`config.mk`:
```
export PLATFORM = sky130hd
export DESIGN_NAME = slot_src_sel
export DESIGN_NICKNAME = d
export VERILOG_FILES = /design/src/rtl/slot_src_sel.sv
export SDC_FILE = /design/constraint.sdc
export NUM_CORES = 1
export LEC_CHECK = 0
export BUFFER_PORTS_ARGS = -buffer_cell sky130_fd_sc_hd__clkbuf_2
export CAP_MARGIN = 10
export CORE_UTILIZATION = 41
export CTS_BUF_LIST = sky130_fd_sc_hd__clkbuf_16
export CTS_CLUSTER_SIZE = 20
export DETAILED_ROUTE_END_ITERATION = 16
export GPL_TIMING_DRIVEN = 0
export PLACE_DENSITY = 0.74
export SYNTH_ARGS = -nofsm -noshare
export SYNTH_HDL_FRONTEND = slang
export SYNTH_SLANG_ARGS = --single-unit
export TNS_END_PERCENT = 50
```
`constraint.sdc`:
```
create_clock -name clk -period 0.9 [get_ports clk]
set_clock_uncertainty 0.05 [all_clocks]
set_input_delay 0.135 -clock clk [delete_from_list [all_inputs] [get_ports clk]]
set_output_delay 0.135 -clock clk [all_outputs]
set_load 0.02 [all_outputs]
```
`src/rtl/slot_src_sel.sv`:
```
module slot_src_sel #(
  parameter int SW = 3,
  parameter int CW = 5
) (
  input  logic              clk,
  input  logic              rst_n,
  input  logic              slot_valid,
  input  logic [SW-1:0]     slot_stream,
  input  logic [CW-1:0]     slot_chan,
  input  logic              wr_bank,
  output logic [SW+CW-1:0]  cm_addr,
  input  logic [SW+CW+1:0]  cm_rdata,
  output logic [SW+CW:0]    dm_addr,
  input  logic [7:0]        dm_rdata,
  output logic [7:0]        slot_byte,
  output logic              slot_out_valid
);
  localparam int AW = SW + CW;
  localparam logic [14:0] SEED = 15'h7FFF;

  logic [1:0]  mode;
  logic [14:0] lfsr, lfsr_nxt;
  logic [7:0]  prbs_byte, pick;
  logic        test_slot;

  assign cm_addr   = {slot_stream, slot_chan};
  assign mode      = cm_rdata[AW+1:AW];
  assign dm_addr   = {wr_bank ^ mode[1], cm_rdata[AW-1:0]};
  assign test_slot = slot_valid && (mode == 2'b11);

  always_comb begin
    logic fb;
    lfsr_nxt = lfsr;
    prbs_byte = '0;
    for (int i = 0; i < 8; i++) begin
      fb = lfsr_nxt[14] ^ lfsr_nxt[13];
      prbs_byte[7-i] = fb;
      lfsr_nxt = {lfsr_nxt[13:0], fb};
    end
  end

  always_comb begin
    case (mode)
      2'b01:   pick = cm_rdata[7:0];
      2'b11:   pick = prbs_byte;
      default: pick = dm_rdata;
    endcase
  end

  always_ff @(posedge clk) begin
    if (!rst_n) begin
      lfsr <= SEED;
      slot_byte <= '0;
      slot_out_valid <= 1'b0;
    end else begin
      slot_out_valid <= slot_valid;
      if (slot_valid) slot_byte <= pick;
      if (test_slot)  lfsr <= lfsr_nxt;
    end
  end

  p_msg_r3: assert property (@(posedge clk) disable iff (!rst_n)
    (slot_valid && mode == 2'b01) |=> slot_byte == $past(cm_rdata[7:0]));

  p_switch_r1: assert property (@(posedge clk) disable iff (!rst_n)
    (slot_valid && !mode[0]) |=> slot_byte == $past(dm_rdata));

  p_bank_r2: assert property (@(posedge clk) disable iff (!rst_n)
    (slot_valid && mode == 2'b10) |-> dm_addr[AW] != wr_bank);

  p_prbs_hold_r5: assert property (@(posedge clk) disable iff (!rst_n)
    !test_slot |=> $stable(lfsr));

  p_lfsr_live_r4: assert property (@(posedge clk) disable iff (!rst_n)
    lfsr != '0);

  p_hold_r7: assert property (@(posedge clk) disable iff (!rst_n)
    !slot_valid |=> ($stable(slot_byte) && !slot_out_valid));
endmodule

```
# After elaboration in Yosys (flattened, before gate mapping)
# Cells that the tools add are included.
# totals
word_cells	16
mem_bits_rw	0
register_bits	24
out_inout_bits	26
input_bits	30
latch_bits	0
mem_bits_ro	0
n_memories	0
# classes
shift	0
n_lt_le_gt_ge	0
n_bitwise	9
mul	0
n_mux	1
reduce_logical	1
n_div	0
n_eq_ne	2
addsub	0
# ops
cell	count
one-hot mux 8 bit (2 select lines)	1
XOR 1 bit	9
equality test 2 x 1 -> 1 bit, second input constant	1
equality test 2 bit, second input constant	1
logical AND 1 bit	1

# Logic depth before layout (Yosys ltp)
# logic_depth
word_depth	2
mapped_depth	5
mapped_depth_nobuf	3

# Worst setup path after synthesis
# No wires, ideal clock.
# synth_path
kind	input to register
start	input port slot_valid
end	register lfsr[3]
setup_time_ns	0.141
path_slack_ns	0.007
n_path_buf	2
t_arrival_ns	0.701
required_ns	0.709
stages	5
cell_sequence	buf_2 -> nand3_2 -> buf_2 -> nand2_1 -> o211ai_1
# synth_via
elab_chain_len	1
# synth_lines
element	line	rtl
start, declared	7	input logic slot_valid,
logical AND 1 bit	29	assign test_slot = slot_valid && (mode == 2'b11);
end signal, assigned	58	if (test_slot) lfsr <= lfsr_nxt;
end, declared	22	logic [14:0] lfsr, lfsr_nxt;
# No other way between the ends.
# A chain may end at the register's enable or synchronous reset.

# Final worst setup path
# layout_path
start	register lfsr[12]
end	register slot_byte[6]
# layout_via
elab_chain_len	2
# layout_lines
element	line	rtl
XOR 1 bit	36	fb = lfsr_nxt[14] ^ lfsr_nxt[13];
one-hot mux 8 bit (2 select lines)	43	case (mode)
end signal, assigned	57	if (slot_valid) slot_byte <= pick;
end, declared	15	output logic [7:0] slot_byte,
# No other way between the ends.

==> results.yml <==
clock_tree:
  cts_buffers: 3
  clk_latency_ns: 0.26
  clockRootBuffer: "clkbuf_16"
  cts_buffer_depth: 2
  htree_num_levels: 1
  cts_tree: "built"
  clkTransAtPathRegs_ns: 0.06
  cts.sinks: 24
final_layout:
  multi_input_area_um2: 652
  final_util_pct: 64.3
  design_area_um2: 1790
  area_growth_pct: 47.8
  regArea_um2: 512
  drive_gt1_share_pct: 56.6
  nNetsFinal: 213
  num_antenna_cells: 0
  fillers: 216
run_status:
  violations: "setup timing"
  status: "finished, violations left"
logic_synthesis:
  synth.area.top_cells: "dfxtp_1 40%, buf_4 11%, nand2_1 6.8%"
  async_flop_share_pct: 0
  yosysWarnings: 0
  synth_top_area_share_pct: 39.7
  netlist_instances: 132
  ys_ff_latch: 24
  synth_area_per_cell_um2: 9.17
  synth_edf_count: 0
  ys_seq_area_share_pct: 39.7
  synthTopCellsByCount: "24 x dfxtp_1, 22 x nand2_1, 18 x buf_4"
  yosysMostFrequentCell: "dfxtp_1"
  yosysUniqueCellTypes: 18
  netlist.top_cell.by_area: "dfxtp_1"
  synth.cell_area_um2: 1210
  synth_nets: 162
  synth_ff_type: "dfxtp_1"
sta:
  setup_ws_ns: -0.101
  tightest_slew_ns: 0.497
  rsz0062_at_grt: "yes"
  min_period_ns: 1.00
  finalCritPeriodShare_pct: 111
  maxSlewHeadroom_pct: 66.9
  setup_viol: 11
  whs_ns: 0.121
  report.final.slew_viol_count: 0
  fmax_ghz: 0.999
  finalHoldViolations: 0
  tns_ns: -0.705
pwr:
  leakagePower_nw: 0.903
  powerDensity_nw_per_um2: 1560
  vdd_drop_max_mv: 1.30
global_route:
  grt_remaining_overflow: 0
  grt_pass1_wl_um: 5150
  grt_usage_pct: 20.9
  grt_pass1_vias: 1102
  antenna_found_initial: 0
  grt_max_degree: 14
min_path:
  hp-class: "primary input to flop"
  min_path_cells: 2
floorplan:
  die_w_um: 56.3
  core_um2: 2780
  die_area_um2: 3170
  row_count: 19
  fp.dieH_um: 56.3
  start_util_pct: 43.5
  io_pins: 56
setup_path:
  r2r_end: "slot_byte[6]"
  critPathCapture: "slot_byte[6]"
  end_kind: "flop"
  reg2reg_from: "lfsr[12]"
  reg2reg_slack_ns: -0.10
  critPathMaxFanout: 3
  critPathLaunch: "lfsr[12]"
  required_ns: 1.00
  critPathKind: "flop to flop"
  rr_worst_depth: 3
  startpoint_type: "flop"
  worstPathArrival_ns: 1.10
job:
  maxCapViolations: 0
routing:
  first_pass_iters: 4
  ant_nets: 0
  wl_per_cell_um: 14.2
  drc: 0
  first_iter_violations: 25
  vias_per_cell: 5.28
  routed_wl_um: 3030
  num_vias: 1124
placement:
  hpwl_um: 2050
  numPortBuffers: 45
  placed_cell_area_um2: 1470
  place_congestion: 0.773
## routing by layer
| metal | global-route usage (%) | share of wire (%) |
|---|---|---|
| met1 | 24.1 | 41 |
| met2 | 36.2 | 51 |
| met3 | 4.61 | 5.5 |
| met4 | 10.8 | 2.4 |
| met5 | 0 | 0 |
## where the power goes
group / internal (mW) / leakage (nW) / total (mW) / switching [mW]
logic: 0.334 / 0.666 / 0.632 / 0.298
clock network: 0.594 / 0.0385 / 0.957 / 0.363
registers: 1.13 / 0.198 / 1.21 / 0.0730
## worst max-delay path, stage by stage (launching register included)
cell       delay, ns
dfxtp_4         0.37
xnor2_4         0.20
o2111ai_2       0.14
o211a_1         0.13
## cell families after synthesis
kind of cell	synth area share, %
and+or+nand+nor	21.6
buffers and inverters	14.8
AOI/OAI and AO/OA	17.4
DFF	39.7
xor gates and xnor gates	6.52
## placed cells by master (no fill, tap or decap), drive strengths merged
| cell type | netlist | final |
|---|---|---|
| o211ai | 8 | 8 |
| clkinv | 0 | 1 |
| and3 | 1 | 1 |
| nand2 | 23 | 23 |
| nand3 | 8 | 8 |
| o2111ai | 8 | 8 |
| xnor2 | 8 | 8 |
| clkbuf | 2 | 41 |
| nand3b | 8 | 8 |
| xor2 | 1 | 1 |
| o211a | 8 | 8 |
| buf | 24 | 34 |
| dfxtp | 24 | 24 |
| and2 | 1 | 1 |
| nand2b | 8 | 8 |
## registers in the layout, indices dropped and copies added (netlist names)
| register | count |
|---|---|
| lfsr | 15 |
| slot_byte | 8 |
| slot_out_valid | 1 |
## what timing repair did
| item | CTS | global route |
|---|---|---|
| endpoints found under the setup margin | 21 | 20 |
| hold buffers | 0 | 0 |
| gates resized for setup | 46 | 17 |
| setup buffers | 1 | 0 |
| cloned | 0 | 0 |
| pin swaps | 1 | 3 |
## per-stage QoR
| stage | power [mW] | worst slack (ns) | std cells |
|---|---|---|---|
| CTS | 2.77 | -0.0725 | 213 |
| global placement | 1.71 | -0.130 | 208 |
| finish | 2.79 | -0.101 | 213 |
| global route | 2.92 | -0.138 | 213 |
| detailed placement | 1.71 | -0.138 | 208 |
| floorplan | 1.55 | 0.00722 | 132 |
## area by class of cell
cell class                 instances  share of cell area, %
tap                               31                   2.17
clock inverter                     1                  0.210
timing repair buffer              46                   18.1
buffer                            26                   10.2
sequential                        24                   28.6
multi-input combinational         82                   36.5
clock buffer                       3                   4.20
## worst min path at each step
| stage | slack, ns | to | from |
|---|---|---|---|
| after CTS | 0.12 | slot_byte[7] | rst_n |
| final | 0.12 | slot_byte[1] | rst_n |
| after global placement | 0.38 | slot_out_valid | rst_n |
| after global routing | 0.13 | slot_byte[1] | rst_n |
| after floorplan | 0.21 | slot_out_valid | rst_n |
| after detailed placement | 0.39 | slot_out_valid | rst_n |
(Power assumes the default switching activity.)
